==> config.mk <==
export PLATFORM = sky130hd
export DESIGN_NAME = bcd_calendar
export DESIGN_NICKNAME = d
export VERILOG_FILES = /design/src/rtl/cal_pkg.sv /design/src/rtl/cal_wrap_ctr.sv /design/src/rtl/cal_hour.sv /design/src/rtl/cal_day.sv /design/src/rtl/bcd_calendar.sv
export SDC_FILE = /design/constraint.sdc
export NUM_CORES = 1
export LEC_CHECK = 0
export BUFFER_PORTS_ARGS = -buffer_cell sky130_fd_sc_hd__clkbuf_2
export CAP_MARGIN = 20
export CORE_MARGIN = 2
export CORE_UTILIZATION = 55
export CTS_BUF_LIST = sky130_fd_sc_hd__clkbuf_2
export CTS_CLUSTER_DIAMETER = 120
export DETAILED_ROUTE_END_ITERATION = 10
export PLACE_DENSITY = 0.78
export SYNTH_ARGS = -nofsm -noshare
export SYNTH_HDL_FRONTEND = slang
export SYNTH_SLANG_ARGS = --single-unit
==> constraint.sdc <==
create_clock -name clk -period 7.5 [get_ports clk]
set_clock_uncertainty 0.1 [all_clocks]
set_input_delay 1.875 -clock clk [delete_from_list [all_inputs] [get_ports clk]]
set_output_delay 1.875 -clock clk [all_outputs]
set_load 0.005 [all_outputs]
==> src/rtl/cal_pkg.sv <==
// Shared constants and BCD helper functions for the calendar counter.
// Assumes packed BCD with the tens digit in the upper nibble.
package cal_pkg;
    localparam int BYTE_W   = 8;
    localparam int ADDR_W   = 3;
    localparam logic [ADDR_W-1:0] SEL_SEC   = 3'd0;
    localparam logic [ADDR_W-1:0] SEL_MIN   = 3'd1;
    localparam logic [ADDR_W-1:0] SEL_HOUR  = 3'd2;
    localparam logic [ADDR_W-1:0] SEL_DOW   = 3'd3;
    localparam logic [ADDR_W-1:0] SEL_DATE  = 3'd4;
    localparam logic [ADDR_W-1:0] SEL_MONTH = 3'd5;
    localparam logic [ADDR_W-1:0] SEL_YEAR  = 3'd6;

    localparam logic [BYTE_W-1:0] MASK_SM    = 8'h7F;
    localparam logic [BYTE_W-1:0] MASK_HOUR  = 8'h7F;
    localparam logic [BYTE_W-1:0] MASK_DOW   = 8'h07;
    localparam logic [BYTE_W-1:0] MASK_DATE  = 8'h3F;
    localparam logic [BYTE_W-1:0] MASK_MONTH = 8'h9F;
    localparam logic [BYTE_W-1:0] MASK_YEAR  = 8'hFF;

    // Packed BCD byte to binary value.
    function automatic logic [7:0] bcd_to_bin(input logic [7:0] b);
        return {4'd0, b[7:4]} * 8'd10 + {4'd0, b[3:0]};
    endfunction

    // Packed BCD byte plus one (no range wrap).
    function automatic logic [7:0] bcd_inc(input logic [7:0] b);
        if (b[3:0] >= 4'd9)
            return {b[7:4] + 4'd1, 4'd0};
        else
            return {b[7:4], b[3:0] + 4'd1};
    endfunction

    // Leap test on a BCD year: binary value divisible by four.
    function automatic logic is_leap(input logic [7:0] yr);
        logic [7:0] v;
        v = bcd_to_bin(yr);
        return (v[1:0] == 2'b00);
    endfunction

    // Last day number of a month given as 5-bit BCD.
    function automatic logic [7:0] month_days(input logic [4:0] mo, input logic leap);
        case (bcd_to_bin({3'b000, mo}))
            8'd2:                    return leap ? 8'd29 : 8'd28;
            8'd4, 8'd6, 8'd9, 8'd11: return 8'd30;
            default:                 return 8'd31;
        endcase
    endfunction
endpackage

==> src/rtl/cal_wrap_ctr.sv <==
// Generic packed-BCD wrapping counter, used for seconds, minutes,
// weekday and year. It counts FIRST..LAST, wraps back to FIRST and
// flags the wrap. A load overrides a step. Loaded values are masked
// with MASK. Any stored value at or past LAST wraps on the next step.
module cal_wrap_ctr
    import cal_pkg::*;
#(
    parameter int FIRST = 0,
    parameter int LAST  = 59,
    parameter logic [7:0] MASK = 8'h7F
) (
    input  logic       clk,
    input  logic       rst_n,
    input  logic       step,
    input  logic       load,
    input  logic [7:0] load_val,
    output logic [7:0] value,
    output logic       wrap
);
    localparam logic [7:0] FIRST_BCD = 8'((FIRST / 10) * 16 + (FIRST % 10));
    localparam logic [7:0] LAST_BIN  = 8'(LAST);

    logic at_last;

    // Flag that the next step must wrap.
    assign at_last = (bcd_to_bin(value) >= LAST_BIN);
    assign wrap    = step && at_last;

    // Count register: reset, load, then step.
    always_ff @(posedge clk) begin
        if (!rst_n)
            value <= FIRST_BCD;
        else if (load)
            value <= load_val & MASK;
        else if (step)
            value <= at_last ? FIRST_BCD : (bcd_inc(value) & MASK);
    end


    count_step_chk: assert property (@(posedge clk) disable iff (!rst_n)
        (step && !load && !at_last) |=> (bcd_to_bin(value) == bcd_to_bin($past(value)) + 8'd1));


    wrap_first_chk: assert property (@(posedge clk) disable iff (!rst_n)
        (step && !load && at_last) |=> (value == FIRST_BCD));
endmodule

==> src/rtl/cal_hour.sv <==
// Hour register with 24-hour and 12-hour formats chosen by bit 6.
// In 12-hour format bit 5 is PM. It flips on 11->12, and the day
// carries on 11 PM -> 12 AM. Assumes the stored hour is in range
// for its format; out-of-range values fold to the start on a step.
module cal_hour
    import cal_pkg::*;
(
    input  logic       clk,
    input  logic       rst_n,
    input  logic       step,
    input  logic       load,
    input  logic [7:0] load_val,
    output logic [7:0] hour,
    output logic       day_carry
);
    logic       mode12;
    logic       pm;
    logic [7:0] bin24;
    logic [7:0] bin12;
    logic [7:0] inc24;
    logic [7:0] inc12;
    logic [7:0] next_hour;
    logic       wrap_day;

    assign mode12 = hour[6];
    assign pm     = hour[5];
    assign bin24  = bcd_to_bin({2'b00, hour[5:0]});
    assign bin12  = bcd_to_bin({3'b000, hour[4:0]});
    assign inc24  = bcd_inc({2'b00, hour[5:0]});
    assign inc12  = bcd_inc({3'b000, hour[4:0]});

    // Next hour value and day carry for either format.
    always_comb begin
        next_hour = hour;
        wrap_day  = 1'b0;
        if (!mode12) begin
            if (bin24 >= 8'd23) begin
                next_hour = 8'h00;
                wrap_day  = 1'b1;
            end else begin
                next_hour = {2'b00, inc24[5:0]};
            end
        end else begin
            if (bin12 >= 8'd12) begin
                next_hour = {2'b01, pm, 5'h01};
            end else if (bin12 == 8'd11) begin
                next_hour = {2'b01, ~pm, 5'h12};
                wrap_day  = pm;
            end else begin
                next_hour = {2'b01, pm, inc12[4:0]};
            end
        end
    end

    assign day_carry = step && wrap_day;

    // Hour register: reset, load, then step.
    always_ff @(posedge clk) begin
        if (!rst_n)
            hour <= 8'h00;
        else if (load)
            hour <= load_val & MASK_HOUR;
        else if (step)
            hour <= next_hour;
    end


    pm_flip_chk: assert property (@(posedge clk) disable iff (!rst_n)
        (step && !load && hour[6] && hour[4:0] == 5'h11)
        |=> (hour[5] != $past(hour[5]) && hour[4:0] == 5'h12));


    noon_keep_chk: assert property (@(posedge clk) disable iff (!rst_n)
        (step && !load && hour[6] && hour[4:0] == 5'h12)
        |=> (hour[5] == $past(hour[5]) && hour[4:0] == 5'h01));


    mode24_stay_chk: assert property (@(posedge clk) disable iff (!rst_n)
        (step && !load && !hour[6]) |=> (!hour[6] && bcd_to_bin({2'b00, hour[5:0]}) <= 8'd23));
endmodule

==> src/rtl/cal_day.sv <==
// Date and month registers. The month length depends on the month and
// on a divide-by-four leap test of the current year. Month bit 7 is a
// century marker that inverts on a year wrap. The block steps once per
// day advance and reports a month wrap so that the year can advance.
module cal_day
    import cal_pkg::*;
(
    input  logic       clk,
    input  logic       rst_n,
    input  logic       step,
    input  logic       date_load,
    input  logic       month_load,
    input  logic [7:0] load_val,
    input  logic [7:0] year,
    input  logic       century_flip,
    output logic [7:0] date,
    output logic [7:0] month,
    output logic       month_wrap
);
    logic [7:0] last_day;
    logic       date_last;
    logic       month_last;

    assign last_day   = month_days(month[4:0], is_leap(year));
    assign date_last  = (bcd_to_bin({2'b00, date[5:0]}) >= last_day);
    assign month_last = (bcd_to_bin({3'b000, month[4:0]}) >= 8'd12);
    assign month_wrap = step && date_last && month_last;

    // Date register: reset, load, then daily step.
    always_ff @(posedge clk) begin
        if (!rst_n)
            date <= 8'h01;
        else if (date_load)
            date <= load_val & MASK_DATE;
        else if (step)
            date <= date_last ? 8'h01 : (bcd_inc(date) & MASK_DATE);
    end

    // Month register: reset, load, then month step and century toggle.
    always_ff @(posedge clk) begin
        if (!rst_n)
            month <= 8'h01;
        else if (month_load)
            month <= load_val & MASK_MONTH;
        else begin
            if (step && date_last)
                month[4:0] <= month_last ? 5'h01 : (bcd_inc({3'b000, month[4:0]}) & 8'h1F);
            if (century_flip)
                month[7] <= ~month[7];
        end
    end


    date_step_chk: assert property (@(posedge clk) disable iff (!rst_n)
        (step && !date_load && !date_last)
        |=> (bcd_to_bin(date) == bcd_to_bin($past(date)) + 8'd1));


    feb_len_chk: assert property (@(posedge clk) disable iff (!rst_n)
        (step && !date_load && month[4:0] == 5'h02 && date == 8'h28 && is_leap(year))
        |=> (date == 8'h29));


    century_chk: assert property (@(posedge clk) disable iff (!rst_n)
        (century_flip && !month_load) |=> (month[7] != $past(month[7])));
endmodule

==> src/rtl/bcd_calendar.sv <==
// Top level of the BCD calendar counter. It decodes the write port,
// gates the second tick so that a write wins, chains the field carries
// and registers the one-cycle advanced strobe. Assumes tick is a
// single-cycle pulse that is synchronous to clk.
module bcd_calendar
    import cal_pkg::*;
(
    input  logic       clk,
    input  logic       rst_n,
    input  logic       tick,
    input  logic       wr_en,
    input  logic [2:0] wr_addr,
    input  logic [7:0] wr_data,
    output logic [7:0] seconds,
    output logic [7:0] minutes,
    output logic [7:0] hours,
    output logic [7:0] weekday,
    output logic [7:0] date,
    output logic [7:0] month,
    output logic [7:0] year,
    output logic       advanced
);
    logic wr_hit;
    logic step_sec;
    logic sec_wrap, min_wrap, day_step, dow_wrap, month_wrap, year_wrap;

    // A write to a real field blocks the tick for that cycle.
    assign wr_hit   = wr_en && (wr_addr <= SEL_YEAR);
    assign step_sec = tick && !wr_hit;

    cal_wrap_ctr #(.FIRST(0), .LAST(59), .MASK(MASK_SM)) u_sec (
        .clk(clk), .rst_n(rst_n), .step(step_sec),
        .load(wr_hit && wr_addr == SEL_SEC), .load_val(wr_data),
        .value(seconds), .wrap(sec_wrap));

    cal_wrap_ctr #(.FIRST(0), .LAST(59), .MASK(MASK_SM)) u_min (
        .clk(clk), .rst_n(rst_n), .step(sec_wrap),
        .load(wr_hit && wr_addr == SEL_MIN), .load_val(wr_data),
        .value(minutes), .wrap(min_wrap));

    cal_hour u_hour (
        .clk(clk), .rst_n(rst_n), .step(min_wrap),
        .load(wr_hit && wr_addr == SEL_HOUR), .load_val(wr_data),
        .hour(hours), .day_carry(day_step));

    cal_wrap_ctr #(.FIRST(1), .LAST(7), .MASK(MASK_DOW)) u_dow (
        .clk(clk), .rst_n(rst_n), .step(day_step),
        .load(wr_hit && wr_addr == SEL_DOW), .load_val(wr_data),
        .value(weekday), .wrap(dow_wrap));

    cal_day u_day (
        .clk(clk), .rst_n(rst_n), .step(day_step),
        .date_load(wr_hit && wr_addr == SEL_DATE),
        .month_load(wr_hit && wr_addr == SEL_MONTH),
        .load_val(wr_data), .year(year), .century_flip(year_wrap),
        .date(date), .month(month), .month_wrap(month_wrap));

    cal_wrap_ctr #(.FIRST(0), .LAST(99), .MASK(MASK_YEAR)) u_year (
        .clk(clk), .rst_n(rst_n), .step(month_wrap),
        .load(wr_hit && wr_addr == SEL_YEAR), .load_val(wr_data),
        .value(year), .wrap(year_wrap));

    // Strobe register: high the cycle after an accepted tick.
    always_ff @(posedge clk) begin
        if (!rst_n)
            advanced <= 1'b0;
        else
            advanced <= step_sec;
    end


    strobe_src_chk: assert property (@(posedge clk) disable iff (!rst_n)
        advanced |-> ($past(tick) && !$past(wr_hit)));


    write_wins_chk: assert property (@(posedge clk) disable iff (!rst_n)
        (wr_hit && tick) |=> !advanced);


    dow_follow_chk: assert property (@(posedge clk) disable iff (!rst_n)
        (dow_wrap && !wr_hit) |=> (weekday == 8'h01 && date != 8'h00));
endmodule

==> out/results.env <==
POSTPLACECELLAREA_UM2=4610
AREA_OF_THE_DIE_UM2=8580
COMPOUND_GATE_PORTION_OF_THE_SYNTHESIZED_AREA=0.279
HOLD_VIOL_FINAL=0
ROUTE.VIAS.TOTAL=4262
PLACE.DETAILED.HPWL_MM=8.43
CTS_HOLD_BUF=0
CTS.REPAIR.RESIZED=0
SLEW_VIOLATIONS=0
SYNTHXORXNORAREAFRAC=0.0284
CTS_ROOT_BUFFER='sky130_fd_sc_hd__clkbuf_2'
MAXIMUM_NUMBER_OF_PINS_ON_ONE_NET_BEFORE_GLOBAL_ROUTE_REPAIR=30
CTS_SINKS=45
DRV.MAX_CAP_VIOLATION_COUNT=0
WHS_NS=0.441
DRT_PASS1_ITERATIONS=5
YS_DOMINANT_REG_CELL='sky130_fd_sc_hd__dfxtp_1'
YOSYSTOPAREACELL='sky130_fd_sc_hd__dfxtp_1'
CP_DATA_REQUIRED_TIME_NS=7.76
ANTENNA_DIODE_COUNT=0
SYNTH_TOP_CELLS_BY_AREA='sky130_fd_sc_hd__dfxtp_1 (21%), sky130_fd_sc_hd__ha_1 (16%), sky130_fd_sc_hd__nand2_1 (4.4%)'
FRACTION_OF_FINAL_LAYOUT_CELLS_SIZED_BEYOND_DRIVE_STRENGTH_1=0.159
GR-USAGE-ALL-LAYERS=0.259
POWER.STATIC_LEAKAGE_nW=2.09
SYNTH_EDF_COUNT=0
POST-ROUTE-MIN-PERIOD_NS=4.18
FINALNETCOUNT=664
WORSTMARGINPINSLEW_NS=1.03
SYNTHTOLAYOUTAREAGROWTH_PCT=8.29
IR_WORST_VDD_mV=0.0772
TIMING.HOLD.WORST.CLASS='reg -> reg'
POST_SYNTH_INSTANCE_AREA_UM2=4320
CRITICALPATHCATEGORY='reg -> reg'
N_FILL_CELL=692
PLACE.GP.CONGESTION=0.920
RESULT_OF_THE_RUN='complete, no violations'
CLK_LATENCY_WORST_SKEW_PAIR_NS=0.42
IOS=72
TIMING.SETUP.TNS_NS=0
SYNTH-SEQ-AREA-SHARE=0.209
SYNTH-ASYNC-RESET-RATIO=0
MAX_SLEW_MARGIN=0.310
MAXCLOCKFREQUENCY_MHz=239
YOSYSWARNINGCOUNT=0
FLOORPLAN.INITIALDENSITY=0.565
SYNTH_TOP_AREA_SHARE=0.209
GRT_PASS1_WL_MM=18.2
CRIT_FANOUT=10
POST_CTS.REPAIR.SETUP_BUFFERS=0
END_KIND='flip-flop'
SYNTH_SIMPLE_GATE_AREA_FRAC=0.224
GRT_ANTENNA_BEFORE_REPAIR=0
DRT.ANTENNA.VIOLATING_NETS=0
SYN_AREA_PER_CELL_UM2=8.03
NUMBER_OF_GLOBAL_ROUTE_VIAS_BEFORE_REPAIR=3966
FINAL_CELL_AREA_UM2=4680
POST_SYNTH_MUX_AREA_SHARE=0.00232
RSZ0062_AT_GRT='false'
ARRIVAL_NS=4.44
LARGEST_FAMILY_OF_LOGIC_CELLS_BY_SYNTHESIZED_AREA='compound AO/OA/AOI/OAI gates'
CELLPOWERDENSITY_nW_PER_UM2=103
YOSYS.CELL_TYPES.COUNT=82
POST_DETAILED_ROUTE_DRC_MARKER_COUNT=0
DETAIL_ROUTE.VIAS_PER_CELL=6.16
DRTITER0DRC=319
YS_FF_LATCH=45
DESIGN_POWER_TOTAL_W=0.000481
CLOCKBUFFERDEPTH=2
GRT_OVERFLOW_TOTAL=0
SYNTH-ADDER-AREA-SHARE=0.184
FLOORPLAN.ROWS=32
WIRELENGTH_MM=11.2
TRITONCTS='built'
PATH_CLK_SLEW_NS=0.24
CORE-AREA_UM2=7650
DIE_W_UM=92.6
CTS_BUFFERS=5
BUFFER_PORTS.INSERTED=59
POST_DRT_WL_PER_CELL_UM=16.1
START_KIND='flip-flop'
GATE_COUNT_OF_THE_MAPPED_NETLIST=538
SETUP_VIOL=0
DIE_H_UM=92.6
FINALCRITPERIODSHARE=0.558
CTS_HTREE_LEVELS=2
## cells in the mapped netlist, types with 6 or more instances
master,n
sky130_fd_sc_hd__nand3b_1,6
sky130_fd_sc_hd__buf_4,15
sky130_fd_sc_hd__nand2b_1,6
sky130_fd_sc_hd__o21ai_0,36
sky130_fd_sc_hd__ha_1,54
sky130_fd_sc_hd__o211ai_1,6
sky130_fd_sc_hd__xor2_1,10
sky130_fd_sc_hd__nor2b_1,8
sky130_fd_sc_hd__nor3_1,10
sky130_fd_sc_hd__dfxtp_1,45
sky130_fd_sc_hd__inv_1,36
sky130_fd_sc_hd__a22oi_1,9
sky130_fd_sc_hd__nor2_1,43
sky130_fd_sc_hd__clkbuf_1,8
sky130_fd_sc_hd__nand3_1,16
sky130_fd_sc_hd__a21oi_1,37
sky130_fd_sc_hd__a31oi_1,16
sky130_fd_sc_hd__fa_1,6
sky130_fd_sc_hd__nand2_1,51
## final timing paths
kind | to | slack, ns | depth (start not counted) | from
worst max-delay path | u_year.value[1] | 3.32 | 15 | u_day.month[1]
worst min-delay path | u_dow.value[1] | 0.44 | 2 | u_dow.value[1]
worst max register to register | u_year.value[1] | 3.32 | 15 | u_day.month[1]
worst min register to register | u_dow.value[1] | 0.44 | 2 | u_dow.value[1]
## layout by cell type (no fill, tap or decap), drive strengths merged, types with 6 or more instances in the layout
master / n
a22oi: 9
nor2b: 8
nand2b: 7
and3: 6
nor4: 6
clkbuf: 65
xor2: 10
nor3: 11
nand3b: 6
a21oi: 38
conb: 12
o211ai: 6
and2: 6
nand3: 17
o21ai: 38
a221oi: 6
dfxtp: 45
nor2: 43
a31oi: 17
ha: 54
fa: 6
inv: 36
nand2: 52
## logic make-up after synthesis
kind of cell | after synthesis
AOI/OAI and AO/OA | 169
xor gates and xnor gates | 14
adders and majority gates | 60
buffers and inverters | 63
DFF | 45
muxes | 1
other | 1
and+or+nand+nor | 185
## sequential cells by signal, indices dropped and copies added, names as in the netlist
register / count
u_day.month: 6
u_min.value: 7
advanced: 1
u_year.value: 8
u_hour.hour: 7
u_sec.value: 7
u_day.date: 6
u_dow.value: 3
## per-layer routing
metal,global-route usage,up-vias,part of all wire
li1,-,2077,-
met1,0.339,1987,0.44
met2,0.436,175,0.48
met3,0.0431,23,0.065
met4,0.0797,0,0.017
met5,0,-,0
## metrics by stage
stage / utilization / setup slack, ns / std cells
after floorplan: - / 3.61 / 549
after global placement: 0.603 / 3.34 / 684
after detailed placement: 0.603 / 3.23 / 684
after CTS: 0.612 / 3.31 / 692
after global routing: 0.612 / 3.02 / 692
final: 0.612 / 3.32 / 692
## power by group
group | leakage, nW | switching, W | internal (W)
Clock | 0.0406 | 0.0000823 | 0.0000568
Sequential | 0.365 | 0.0000125 | 0.000247
Combinational | 1.68 | 0.0000513 | 0.0000318
## area by class of cell
class / instances / area [µm²] / share of cell area
flip-flops and latches: 45 / 901 / 0.193
clock buffers: 6 / 30.0 / 0.00642
multi-input cells: 441 / 3150 / 0.673
clock inverters: 2 / 33.8 / 0.00722
repair buffers: 60 / 303 / 0.0647
inverters: 36 / 135 / 0.0289
well taps: 102 / 128 / 0.0273
## critical path, cell delays in order (launching register included)
cell and delay, ns:
sky130_fd_sc_hd__dfxtp_1 0.42, sky130_fd_sc_hd__ha_1 0.25, sky130_fd_sc_hd__ha_1 0.22, sky130_fd_sc_hd__xor2_1 0.16
sky130_fd_sc_hd__nand2_1 0.07, sky130_fd_sc_hd__nand2_1 0.18, sky130_fd_sc_hd__o31a_1 0.35, sky130_fd_sc_hd__ha_1 0.26
sky130_fd_sc_hd__nand2b_1 0.14, sky130_fd_sc_hd__a21oi_1 0.25, sky130_fd_sc_hd__o41ai_1 0.14, sky130_fd_sc_hd__a221oi_2 0.73
sky130_fd_sc_hd__nor4_4 0.14, sky130_fd_sc_hd__and2_1 0.32, sky130_fd_sc_hd__o31ai_1 0.24, sky130_fd_sc_hd__o2bb2ai_1 0.14
(Power assumes the default switching activity.)
